### src/rtl/lift_pkg.sv
package lift_pkg;

    localparam int NUM_FLOORS = 2;
    localparam int STATE_W    = 3;

    typedef enum logic [STATE_W-1:0] {
        ST_REST_LO = 3'b000,
        ST_WAIT_LO = 3'b100,
        ST_RISING  = 3'b110,
        ST_REST_HI = 3'b001,
        ST_WAIT_HI = 3'b101,
        ST_FALLING = 3'b111
    } car_state_e;

    typedef struct packed {
        logic door_closed;
        logic moving;
        logic going_down;
    } car_out_t;

    typedef struct packed {
        logic hall;
        logic car;
    } floor_btn_t;

    function automatic car_out_t state_to_out(input car_state_e st);
        car_out_t o;
        o = car_out_t'(st);
        return o;
    endfunction

    // A floor's request is set by its hall call, by the door-open button
    // when the direction bit equals the floor index, or by its car button
    // when the direction bit differs from the floor index.
    function automatic logic call_set(input int unsigned floor_idx,
                                      input floor_btn_t   btn,
                                      input logic         open_b,
                                      input logic         dir_dn);
        logic sel;
        sel = (dir_dn == floor_idx[0]);
        return btn.hall | (open_b & sel) | (btn.car & ~sel);
    endfunction

    function automatic car_state_e rest_state_of(input int unsigned floor_idx);
        return floor_idx[0] ? ST_REST_HI : ST_REST_LO;
    endfunction

endpackage

### src/rtl/lift_call_latch.sv
module lift_call_latch (
    input  logic clk,
    input  logic rst,
    input  logic set_req,
    input  logic clr_req,
    output logic q,
    output logic q_n
);
    logic q_r;

    always_ff @(posedge clk) begin
        if (rst)
            q_r <= 1'b0;
        else if (set_req)
            q_r <= 1'b1;
        else if (clr_req)
            q_r <= 1'b0;
    end

    assign q   = q_r;
    assign q_n = ~q_r;
endmodule

### src/rtl/lift_sequencer.sv
module lift_sequencer
    import lift_pkg::*;
(
    input  logic                  clk,
    input  logic                  rst,
    input  logic [NUM_FLOORS-1:0] pend,
    input  logic                  arrive,
    output car_state_e            state
);
    car_state_e state_r, state_nx;
    logic want_lo, want_hi;

    assign want_lo = pend[0];
    assign want_hi = pend[1];

    always_comb begin
        state_nx = state_r;
        unique case (state_r)
            ST_REST_LO: state_nx = want_hi ? ST_RISING  : ST_WAIT_LO;
            ST_REST_HI: state_nx = want_lo ? ST_FALLING : ST_WAIT_HI;
            ST_RISING:  state_nx = arrive  ? ST_REST_HI : ST_RISING;
            ST_FALLING: state_nx = arrive  ? ST_REST_LO : ST_FALLING;
            ST_WAIT_LO: begin
                if (want_hi)      state_nx = ST_RISING;
                else if (want_lo) state_nx = ST_REST_LO;
                else              state_nx = ST_WAIT_LO;
            end
            ST_WAIT_HI: begin
                if (want_lo)      state_nx = ST_FALLING;
                else if (want_hi) state_nx = ST_REST_HI;
                else              state_nx = ST_WAIT_HI;
            end
            default:    state_nx = ST_REST_LO;
        endcase
    end

    always_ff @(posedge clk) begin
        if (rst) state_r <= ST_REST_LO;
        else     state_r <= state_nx;
    end

    assign state = state_r;
endmodule

### src/rtl/lift_ctrl.sv
module lift_ctrl
    import lift_pkg::*;
(
    input  logic       clk,
    input  logic       rst,
    input  logic [1:0] hall_call,
    input  logic [1:0] car_call,
    input  logic       open_btn,
    input  logic       arrive,
    output logic       door_closed,
    output logic       moving,
    output logic       going_down,
    output logic [1:0] pend,
    output logic [1:0] pend_n
);
    car_state_e state;
    car_out_t   outs;

    assign outs = state_to_out(state);

    for (genvar f = 0; f < NUM_FLOORS; f++) begin : g_floor
        floor_btn_t btn;
        logic set_f, clr_f;

        assign btn.hall = hall_call[f];
        assign btn.car  = car_call[f];
        assign set_f    = call_set(f, btn, open_btn, outs.going_down);
        assign clr_f    = (state == rest_state_of(f));

        lift_call_latch u_latch (
            .clk     (clk),
            .rst     (rst),
            .set_req (set_f),
            .clr_req (clr_f),
            .q       (pend[f]),
            .q_n     (pend_n[f])
        );
    end

    lift_sequencer u_seq (
        .clk    (clk),
        .rst    (rst),
        .pend   (pend),
        .arrive (arrive),
        .state  (state)
    );

    assign door_closed = outs.door_closed;
    assign moving      = outs.moving;
    assign going_down  = outs.going_down;
endmodule

### config.mk
export PLATFORM = sky130hd
export DESIGN_NAME = lift_ctrl
export DESIGN_NICKNAME = d
export VERILOG_FILES = /design/src/rtl/lift_pkg.sv /design/src/rtl/lift_call_latch.sv /design/src/rtl/lift_sequencer.sv /design/src/rtl/lift_ctrl.sv
export SDC_FILE = /design/constraint.sdc
export NUM_CORES = 1
export LEC_CHECK = 0
export ABC_AREA = 1
export BUFFER_PORTS_ARGS = -buffer_cell sky130_fd_sc_hd__buf_4
export CAP_MARGIN = 20
export CORE_AREA = 4 4 41 43
export CTS_CLUSTER_DIAMETER = 120
export DETAILED_ROUTE_END_ITERATION = 10
export DIE_AREA = 0 0 45 47
export HOLD_SLACK_MARGIN = 0.12
export PLACE_DENSITY = 0.51
export SLEW_MARGIN = 20
export SYNTH_ARGS = -nofsm -noshare
export SYNTH_HDL_FRONTEND = slang
export SYNTH_SLANG_ARGS = --single-unit
### constraint.sdc
create_clock -name clk -period 1.1 [get_ports clk]
set_input_delay 0.33 -clock clk [delete_from_list [all_inputs] [get_ports clk]]
set_output_delay 0.33 -clock clk [all_outputs]
set_load 0.1 [all_outputs]
Word-level counts from Yosys, hierarchy flattened
Cells that the tools add are included.
Word-level totals
  logic and storage cells: 35
  input bits: 8
  flip-flop bits (word level): 5
Operators by class
  multiplexer cells: 13
  bitwise gates (word level): 11
  eq/ne operators: 5
  reduce and logical (&&, ||, !) cells: 3
Operators with widths (count)
  $mux W3: 6
  $pmux W3 S6: 1
  $eq A3 B3 Y1 const B: 4
  $and A1 B1 Y1: 4
  $mux W1: 4
  $mux W2: 2
  $or A1 B1 Y1: 4
  $reduce_bool A2 Y1: 2
  $eq A3 B1 Y1 const B: 1
  $logic_not A3 Y1: 1
  $not A1 Y1: 3

Logic depth before layout (Yosys ltp)
Gate-level depths: netlist (run 1).
  depth after elaboration: 5
  depth in mapped cells: 7

Hierarchy
From an unflattened synthesis (run 1), not the netlist that was laid out.
Unflattened totals
  cell total of the unflattened synthesis: 54
  area total of the unflattened synthesis: 321.6 sq um
Modules (own cells, without submodules)
  lift_sequencer: times used 1, cells an instance 31, area each 182.7 sq um, seq. area each 60.1 sq um
  lift_call_latch: times used 2, cells an instance 6, area each 43.8 sq um, seq. area each 20.0 sq um
  lift_ctrl: times used 1, cells an instance 11, area each 51.3 sq um, seq. area each 0.0 sq um

Least setup slack after synthesis (run 1)
No wires, ideal clock.
  kind: register -> register
  start point: register u_seq.state_r[1] (netlist: u_seq.state[1])
  end point: register u_seq.state_r[2] (netlist: u_seq.state[2])
  clock period less this slack: 1.546 ns
  arrival: 1.437 ns
  cell stages (with the launch flop): 7
  data required time: 0.991 ns
  buffers on the path: 1
  library setup time: 0.109 ns
  slack: -0.446 ns
  path through: dfxtp_1 -> buf_6 -> nor2_4 -> nand2_1 -> nand3_1 -> nand2_1 -> inv_1
Between the ends
  cells in the longest elaborated chain, start to end: 2
  elaborated cells on any way between the ends: 7
RTL lines
  start: declaration: RTL line lift_sequencer.sv:10  | car_state_e state_r, state_nx;
  start signal: assignment: RTL line lift_sequencer.sv:39  | else state_r <= state_nx;
  $eq A3 B3 Y1 (tied with other cells): RTL line lift_sequencer.sv:18  | unique case (state_r)
  $pmux W3 S6 (*): RTL line lift_sequencer.sv:18
Mark *: on every way between the ends. The rest lies on a longest branch, timed or not.
A chain may end at the register's enable or synchronous reset.

Final worst setup path (run 1)
  start point: register g_floor[0].u_latch.q_r
  end point: output port pend_n[0]
Between the ends
  cells in the longest elaborated chain, start to end: 1
RTL lines
  start: declaration: RTL line lift_call_latch.sv:9  | logic q_r;
  start signal: assignment: RTL line lift_call_latch.sv:13  | q_r <= 1'b0;
  start signal: assignment: RTL line lift_call_latch.sv:15  | q_r <= 1'b1;
  start signal: assignment: RTL line lift_call_latch.sv:17  | q_r <= 1'b0;
  $not A1 Y1: RTL line lift_call_latch.sv:21  | assign q_n = ~q_r;
  end: declaration: RTL line lift_ctrl.sv:14  | output logic [1:0] pend_n
No other way between the ends.

==> summary.md, run 1 <==
| Metric | Value |
|---|---|
| Status | `finished with violations` |
| Failing checks | `negative setup slack` |
| Initial Util | `27.8%` |
| Residual DRC | `0` |
| Vias | `362` |
| Final wirelength | `779 um` |
| Final setup fails | `4` |
| Total Neg Setup Slack | `-155 ps` |
| Seq/Total Area, Yosys | `27.7%` |
| Share of cells above drive strength 1 | `49.3%` |
| Worst Max-Slew Pin Slew | `130 ps` |
| Post-layout min period | `1150 ps` |
| Critical Path End Type | `output port` |
| Critical Path AT | `820 ps` |
| Die height | `47 um` |
| # port buffers | `14` |
| Cell area after synthesis | `362 um^2` |
| Critical path's slowest cell | `dfxtp_4` |
| CTS buffer count | `3` |
| Dpl hpwl | `577 um` |
| Main synth FF type | `dfxtp_1` |
| Worst vdd ir | `0.587 mV` |
| Post-DR wirelength/cell | `8.66 um` |
| Max Cap Viol | `0` |
| Synth Register Bits | `5` |
| Synth cell types | `13` |
| Post-synth EDFFs | `0` |
| Slowest stage delay, CP | `360 ps` |
| ANT nets after route | `0` |
| Worst hold slack | `278 ps` |
| Kind of critical path | `reg2out` |
| Fillers | `148` |
| Leak pwr | `0.327 nW` |
| Clk Tree Root Cell | `clkbuf_4` |
| Startpoint types | `flip-flop` |
| Global-route wire length before repair | `1460 um` |
| Max Freq | `868 MHz` |
| # nets final | `84` |
| Slew HR | `91.3%` |
| RSZ-0062 raised after global routing | `yes` |
| Crit path max fanout | `3` |
| Final Hold Fails | `0` |
| Initial antenna violation count | `0` |
| Power density cells | `1380 mW/mm^2` |
| Async S/R FF share, synth | `0%` |
| Hold WC Path Type | `in2reg` |
| Clk slew on worst S/H paths | `40 ps` |
| Fin worst setup slack | `-51.7 ps` |
| Core footprint | `0.00130 mm^2` |
| GR Overflow Total | `0` |
| Core Rows | `13` |
| Worst skew pair latency | `240 ps` |
| Syn Area/Cell | `6.57 um^2` |
| Pin count of the biggest net entering global routing | `9` |
| Max Root-Sink Buffers | `2` |
| Mapped Cells | `55` |
| Period utilization | `105%` |
| Synth Net Count | `63` |
| H-tree depth | `1` |
| Vias in the first global route | `375` |
| CTS tree | `yes` |
| Die span in x | `45 um` |
| Antenna Cells | `0` |
| DR iter-0 viols | `7` |
| Number of vias per cell | `4.02` |
| Clock net sink count | `5` |
| Synth warn | `0` |
| Die area | `0.00212 mm^2` |
| Clock Skew | `0.341 ps` |
| Total GRT Usage | `9.33%` |
| Placer congestion estimate | `0.772` |
| CP required | `770 ps` |
| Slew Viols, Final | `0` |
| Ports | `15` |
| Layout area overhead | `73.0%` |
| Drt pass-1 iters | `4` |
| CP cell instances | `inv_4, buf_12` |
==> through the flow <==
stage	setup slack [ps]	util, %	instances	power (mW)	cell area, um^2
after floorplan	34.9	-	55	0.507	373
after global placement	82.8	35.3	80	0.560	459
after detailed placement	74.3	35.3	80	0.559	459
after CTS	-59.4	47.1	89	0.870	613
after global routing	-79.0	48.1	90	0.914	626
final	-51.7	48.1	90	0.865	626
==> routing by layer <==
layer	share of wire (%)	wire, um	GRT usage [%]	vias to the layer above
li1	-	-	-	199
met1	45	352	11.2	155
met2	47	368	15.0	8
met3	7.4	58	2.68	0
met4	0	0	5.26	0
met5	0	0	0	-
==> cells by family after synthesis <==
kind of cell           count (synthesis)  synth area share (%)
DFF                                    5                  27.7
AOI/OAI and AO/OA                      5                  10.0
and+or+nand+nor                       28                  35.6
buffers and inverters                 17                  26.6
==> layout make-up <==
class | instances | area (um^2) | share of cell area, %
inverters | 11 | 48.8 | 7.80
repair buffers | 22 | 248 | 39.6
well taps | 15 | 18.8 | 3.00
multi-input cells | 33 | 165 | 26.4
clock buffers | 4 | 26.3 | 4.20
flip-flops and latches | 5 | 119 | 19.0
==> repair_timing <==
item	in CTS	in global routing
endpoints found under the setup margin	7	7
hold buffers	0	0
cloned	0	0
setup buffers	5	1
resized for setup	27	1
==> final timing paths <==
| kind | to | from | slack (ps) | depth (start not counted) |
|---|---|---|---|---|
| max | pend_n[0] | g_floor[0].u_latch.q | -50 | 2 |
| min | g_floor[1].u_latch.q | rst | 280 | 2 |
| max reg2reg | u_seq.state[2] | g_floor[0].u_latch.q | 120 | 8 |
| min reg2reg | g_floor[1].u_latch.q | g_floor[1].u_latch.q | 650 | 3 |
==> worst max-delay path: cells and delay by family (launching register included) <==
kind     cells  cell delay (ps)
buf+inv      2              220
flops        1              360
==> registers in the layout, summed over array words and instances (netlist names) <==
| signal | count |
|---|---|
| g_floor.u_latch.q | 2 |
| u_seq.state | 3 |
==> report_power, final <==
group	internal, mW	switching, mW	total, mW	leakage (nW)
logic	0.168	0.263	0.432	0.268
clock network	0.137	0.0743	0.211	0.0150
registers	0.200	0.0220	0.222	0.0444
==> cell usage in the layout, fill, tap and decap left out, drive strengths merged <==
cell	instances
buf	22
nor2	6
nand2	17
a21oi	5
nand3	4
dfxtp	5
inv	11
nand3b	1
clkbuf	4
==> synth_stat cells (2+ instances only) <==
master    n  area share, %
a21oi_1   4            5.5
buf_4     4            8.3
buf_6     2            6.2
dfxtp_1   5             28
inv_1     9            9.3
nand2_1  17             18
nand3_1   4            5.5
nor2_1    4            4.2
nor2_4    2            6.2
(Power assumes the default switching activity.)
==> run 2, diff against run 1 <==
==> constraint.sdc (replaced) <==
create_clock -name clk -period 1.1 [get_ports clk]
set_input_delay 0.33 -clock clk [delete_from_list [all_inputs] [get_ports clk]]
set_output_delay 0.33 -clock clk [all_outputs]
set_load 0.02 [all_outputs]
==> run 2 against run 1 <==
Effect of this change: the flow now finishes without violations; combinational power is 49% lower; global-route usage is 1.3 points lower; register-to-register slack better by 70 ps; hold slack worse by 2.1 ps; non-clock buffer count is 3 lower.
==> summary.md, run 2 (synthesized netlist as in run 1, its figures left out) <==
| Metric | Value |
|---|---|
| Status | `finished, final reports clean` |
| Leak pwr | `0.287 nW` |
| Die height | `47 um` |
| Placed cell area | `455 um^2` |
| Critical Path End Type | `output port` |
| H-tree depth | `1` |
| Critical Path AT | `750 ps` |
| Switching Share | `31.8%` |
| Total GRT Usage | `7.99%` |
| Clock power share | `33.0%` |
| Place WS | `163 ps` |
| DR iter-0 viols | `3` |
| Number of vias per cell | `4.02` |
| Residual DRC | `0` |
| Worst Min Path Start | `rst` |
| Total Neg Setup Slack | `0 ps` |
| Layout area overhead | `41.2%` |
| Antenna Cells | `0` |
| Final wirelength | `725 um` |
| Reg2reg setup slack | `190 ps` |
| CP required | `770 ps` |
| Share of cells above drive strength 1 | `44.4%` |
| P_sw | `0.206 mW` |
| Global-route wire length before repair | `1190 um` |
| Vias | `350` |
| # nets final | `81` |
| Slew Viols, Final | `0` |
| Post-layout min period | `1080 ps` |
| Clock net sink count | `5` |
| Internal | `0.441 mW` |
| Slew HR | `91.2%` |
| Core Rows | `13` |
| Placed cells | `81` |
| Die area | `0.00212 mm^2` |
| CTS buffer count | `3` |
| Worst hold slack | `276 ps` |
| Final Hold Fails | `0` |
| Startpoint types | `flip-flop` |
| Kind of critical path | `reg2out` |
| Origin of the critical flop-to-flop path | `u_seq.state[1]` |
| Die span in x | `45 um` |
| Hold WC Path Type | `in2reg` |
| Placer congestion estimate | `0.761` |
| Worst skew pair latency | `240 ps` |
| Clock Skew | `1.18 ps` |
| Max Root-Sink Buffers | `2` |
| Finished Cell Area | `510 um^2` |
| Drt pass-1 iters | `2` |
| Max Freq | `924 MHz` |
| GR Overflow Total | `0` |
| Worst Max-Slew Pin Slew | `131 ps` |
| CTS Hold Bufs | `0` |
| # port buffers | `14` |
| Fillers | `160` |
| Period utilization | `98.4%` |
| Ports | `15` |
| Crit path max fanout | `4` |
| Max Cap Viol | `0` |
| Final setup fails | `0` |
| ANT nets after route | `0` |
| Clk slew on worst S/H paths | `40 ps` |
| Largest register FFs | `3` |
| Most frequent cells in the layout | `nand2_1 (17), buf_4 (17), inv_1 (7)` |
| CTS tree | `yes` |
| RSZ-0062 raised after global routing | `yes` |
| Worst vdd ir | `0.568 mV` |
| Vias in the first global route | `312` |
| Fin worst setup slack | `17.7 ps` |
| Final cell count without fillers | `87` |
| Initial antenna violation count | `0` |
| Core footprint | `0.00130 mm^2` |
| WHS Path Cells | `2` |
| Initial Util | `27.8%` |
| Sequential Power Share | `33.1%` |
| Hold worst-path end | `g_floor[1].u_latch.q` |
| R2r worst-path depth | `6` |
| Post-DR wirelength/cell | `8.33 um` |
| Clk Tree Root Cell | `clkbuf_4` |
| Pin count of the biggest net entering global routing | `9` |
| Worst R2R End | `u_seq.state[2]` |
| Dpl hpwl | `575 um` |
| Power density cells | `1270 mW/mm^2` |
| Combinational power share | `34.0%` |
-- run 2: area by class of cell --
class	count	area [um^2]	share of cell area, %
multi-input combinational	33	165	32.4
inverter	11	43.8	8.58
timing repair buffer	19	150	29.4
clock buffer	4	26.3	5.15
sequential	5	106	20.8
tap	15	18.8	3.68
-- run 2: stage by stage --
step	utilization [%]	total power, mW
after CTS	38.7	0.652
after floorplan	-	0.365
after global placement	35.0	0.424
final	39.2	0.647
after global routing	39.2	0.692
after detailed placement	35.0	0.422
-- run 2: power by group through the flow --
stage	logic (mW)	clock network [mW]	registers (mW)
after floorplan	0.135	0	0.230
after global placement	0.207	0	0.216
after detailed placement	0.205	0	0.217
after CTS	0.219	0.219	0.213
after global routing	0.243	0.232	0.217
final	0.220	0.213	0.214
-- run 2: how the worst max path moves through the flow --
stage                               from                   end  slack (ps)  cells past startpoint
detailed placement  g_floor[1].u_latch.q             pend_n[1]         160                      2
finish              g_floor[1].u_latch.q             pend_n[1]          20                      2
CTS                 g_floor[0].u_latch.q             pend_n[0]         0.9                      2
floorplan                 u_seq.state[0]  g_floor[0].u_latch.q         130                      6
global placement    g_floor[0].u_latch.q             pend_n[0]         190                      2
global route        g_floor[1].u_latch.q             pend_n[1]          -3                      2
-- run 2: repair_timing --
action / CTS / global route
gates cloned: 0 / 0
gates resized for setup: 4 / 4
endpoints found under the setup margin: 4 / 3
buffers inserted: 2 / 0
-- run 2: metal layers --
| metal | wire (um) | vias to the layer above | GRT usage [%] |
|---|---|---|---|
| li1 | - | 191 | - |
| met1 | 330 | 147 | 9.59 |
| met2 | 333 | 12 | 11.6 |
| met5 | 0 | - | 0 |
| met4 | 0 | 0 | 3.51 |
| met3 | 62 | 0 | 4.60 |
-- run 2: critical path, stage by stage (launching register included) --
cell,delay [ps]
dfxtp_4,350
inv_2,40
buf_6,120
==> run 3, diff against run 2 <==
--- a/config.mk
+++ b/config.mk
@@ -5,15 +5,17 @@
 export SDC_FILE = /design/constraint.sdc
 export NUM_CORES = 1
 export LEC_CHECK = 0
-export ABC_AREA = 1
+export ABC_AREA = 0
 export BUFFER_PORTS_ARGS = -buffer_cell sky130_fd_sc_hd__buf_4
 export CAP_MARGIN = 20
 export CORE_AREA = 4 4 41 43
 export CTS_CLUSTER_DIAMETER = 120
 export DETAILED_ROUTE_END_ITERATION = 10
 export DIE_AREA = 0 0 45 47
+export GPL_TIMING_DRIVEN = 0
 export HOLD_SLACK_MARGIN = 0.12
-export PLACE_DENSITY = 0.51
+export PLACE_DENSITY = 0.46
+export RECOVER_POWER = 25
 export SLEW_MARGIN = 20
 export SYNTH_ARGS = -nofsm -noshare
 export SYNTH_HDL_FRONTEND = slang
==> run 3 against run 2 <==
Effect of this change: the flow now finishes with violations (negative setup slack); clock skew rose by 5.5 ps; register-to-register slack worse by 160 ps; cell area is 5.1% lower; combinational power shrank 24%; final cell count shrank 23%; synthesized cell count is 40% lower; routed wire length down 11%; via count fell by 17%; hold slack lost 16 ps; sequential power rose by 3%; highest routed layer is now met4.
==> summary.md, run 3 <==
| Metric | Value |
|---|---|
| Status | `finished with violations` |
| Failing checks | `negative setup slack` |
| Worst hold slack | `259 ps` |
| Post-synth EDFFs | `0` |
| Placer congestion estimate | `0.658` |
| CTS buffer count | `3` |
| Layout area overhead | `65.4%` |
| Adder-Cell Fraction of Synth Area | `0%` |
| Die height | `47 um` |
| Place WS | `29.1 ps` |
| Slew Viols, Final | `0` |
| Main synth FF type | `dfxtp_1` |
| GR Overflow Total | `0` |
| Kind of critical path | `reg2out` |
| Mux contribution to synthesized area | `0%` |
| Synth Register Bits | `5` |
| Share of cells above drive strength 1 | `63.5%` |
| Residual DRC | `0` |
| Core footprint | `0.00130 mm^2` |
| Global-route wire length before repair | `1040 um` |
| Compound-Gate Fraction of Synth Area | `30.8%` |
| Placed cells | `62` |
| Max Freq | `872 MHz` |
| Vias in the first global route | `284` |
| Die area | `0.00212 mm^2` |
| Synth Net Count | `41` |
| Clock Skew | `6.69 ps` |
| Tot Pwr | `0.604 mW` |
| Vias | `289` |
| Number of vias per cell | `4.31` |
| Initial antenna violation count | `0` |
| Worst Max-Slew Pin Slew | `225 ps` |
| Ports | `15` |
| Critical Path AT | `820 ps` |
| Antenna Cells | `0` |
| Synth cell types | `16` |
| Final Hold Fails | `0` |
| Max Cap Viol | `0` |
| Max Root-Sink Buffers | `2` |
| Synth Area in Simple Gates | `15.8%` |
| Cell area after synthesis | `293 um^2` |
| DR iter-0 viols | `2` |
| XOR/XNOR Fraction of Synth Area | `0%` |
| Hold WC Path Type | `in2reg` |
| Final cell count without fillers | `67` |
| Top cell type's share of synthesized area | `34.2%` |
| Worst skew pair latency | `250 ps` |
| FF+latch area | `114 um^2` |
| Area occupied by multi-input gates | `136 um^2` |
| Clock net sink count | `5` |
| CP required | `770 ps` |
| Total GRT Usage | `7.27%` |
| Final wirelength | `648 um` |
| Top post-synthesis cells by area | `dfxtp_1 (34%), buf_4 (10%), a21oi_1 (8.5%), nor2b_1 (6.4%), a211oi_1 (5.1%)` |
| Synth warn | `0` |
| H-tree depth | `1` |
| Fin worst setup slack | `-46.8 ps` |
| Post-layout min period | `1150 ps` |
| Fillers | `142` |
| # nets final | `61` |
| Seq/Total Area, Yosys | `34.2%` |
| Worst vdd ir | `0.407 mV` |
| Critical Path End Type | `output port` |
| Clk Tree Root Cell | `clkbuf_4` |
| Commonest non-fill, non-tap cell in the layout | `buf_4` |
| Startpoint types | `flip-flop` |
| ANT nets after route | `0` |
| Most frequent cells in the layout | `buf_4 (12), buf_6 (7), a21oi_1 (5)` |
| Dpl hpwl | `505 um` |
| RSZ-0062 raised after global routing | `yes` |
| Mapped Cells | `33` |
| CTS Hold Bufs | `0` |
| Core Rows | `13` |
| Commonest cells in the netlist | `a21oi_1 (5), dfxtp_1 (5), buf_4 (4), inv_1 (4), nor2b_1 (3)` |
| Power density cells | `1250 mW/mm^2` |
| Clk slew on worst S/H paths | `50 ps` |
| Slew HR | `84.9%` |
| Initial Util | `22.5%` |
| Final setup fails | `2` |
| CTS tree | `yes` |
| Largest register FFs | `3` |
| Post-DR wirelength/cell | `9.67 um` |
| # port buffers | `14` |
| Largest area contributor in the netlist | `dfxtp_1` |
| Syn Area/Cell | `8.87 um^2` |
| Drt pass-1 iters | `2` |
| Async S/R FF share, synth | `0%` |
| Die span in x | `45 um` |
| Period utilization | `104%` |
| Crit path max fanout | `3` |
| Pin count of the biggest net entering global routing | `11` |
| Largest family of logic cells by synthesized area | `compound AO/OA/AOI/OAI gates` |
| Leak pwr | `0.219 nW` |
-- run 3: kinds of logic after synthesis --
group                  count (synthesis)
AO/OA/AOI/OAI                         13
flip-flops                             5
buffers and inverters                  9
AND/OR/NAND/NOR                        6
-- run 3: path summary, 6_finish.rpt --
path,start,endpoint,slack [ps],depth (start not counted)
hold / removal,rst,g_floor[0].u_latch.q,260,2
setup reg to reg,u_seq.state[0],u_seq.state[2],30,4
setup / recovery,g_floor[1].u_latch.q,pend[1],-50,2
hold reg to reg,u_seq.state[2],u_seq.state[0],530,2
-- run 3: worst max-delay path, stage by stage, from the launching register on --
cell and delay (ps):
dfxtp_4 350, buf_6 110, buf_6 120
-- run 3: power by group --
part / switching, mW / total [mW] / internal [mW]
Combinational: 0.0697 / 0.167 / 0.0971
Sequential: 0.0215 / 0.221 / 0.200
Clock: 0.0783 / 0.216 / 0.137
-- run 3: metrics by stage --
step	util, %	TNS (ps)	instance area [um^2]
4_1_cts	37.2	-102	484
6_report	37.2	-85.8	484
5_1_grt	37.2	-266	484
3_3_place_gp	32.0	0	417
2_1_floorplan	-	0	293
3_5_place_dp	32.0	0	417
-- run 3: final cells by class --
| class | instances | area share (%) |
|---|---|---|
| Timing Repair Buffer | 17 | 30.2 |
| Inverter | 4 | 3.10 |
| Sequential cell | 5 | 23.5 |
| Multi-Input combinational cell | 19 | 28.2 |
| Buffer | 3 | 5.68 |
| Tap cell | 15 | 3.88 |
| Clock buffer | 4 | 5.43 |
-- run 3: timing repair --
item                       in CTS  in global routing
resized for setup              15                  2
buffers inserted                3                  0
gates cloned                    0                  0
setup endpoints to repair       7                  6
-- run 3: per-layer routing --
metal	GRT usage, %	wire [um]	up-vias
met3	3.45	54	2
met5	0	0	-
li1	-	-	148
met2	10.2	260	15
met4	7.02	15	0
met1	7.97	318	124
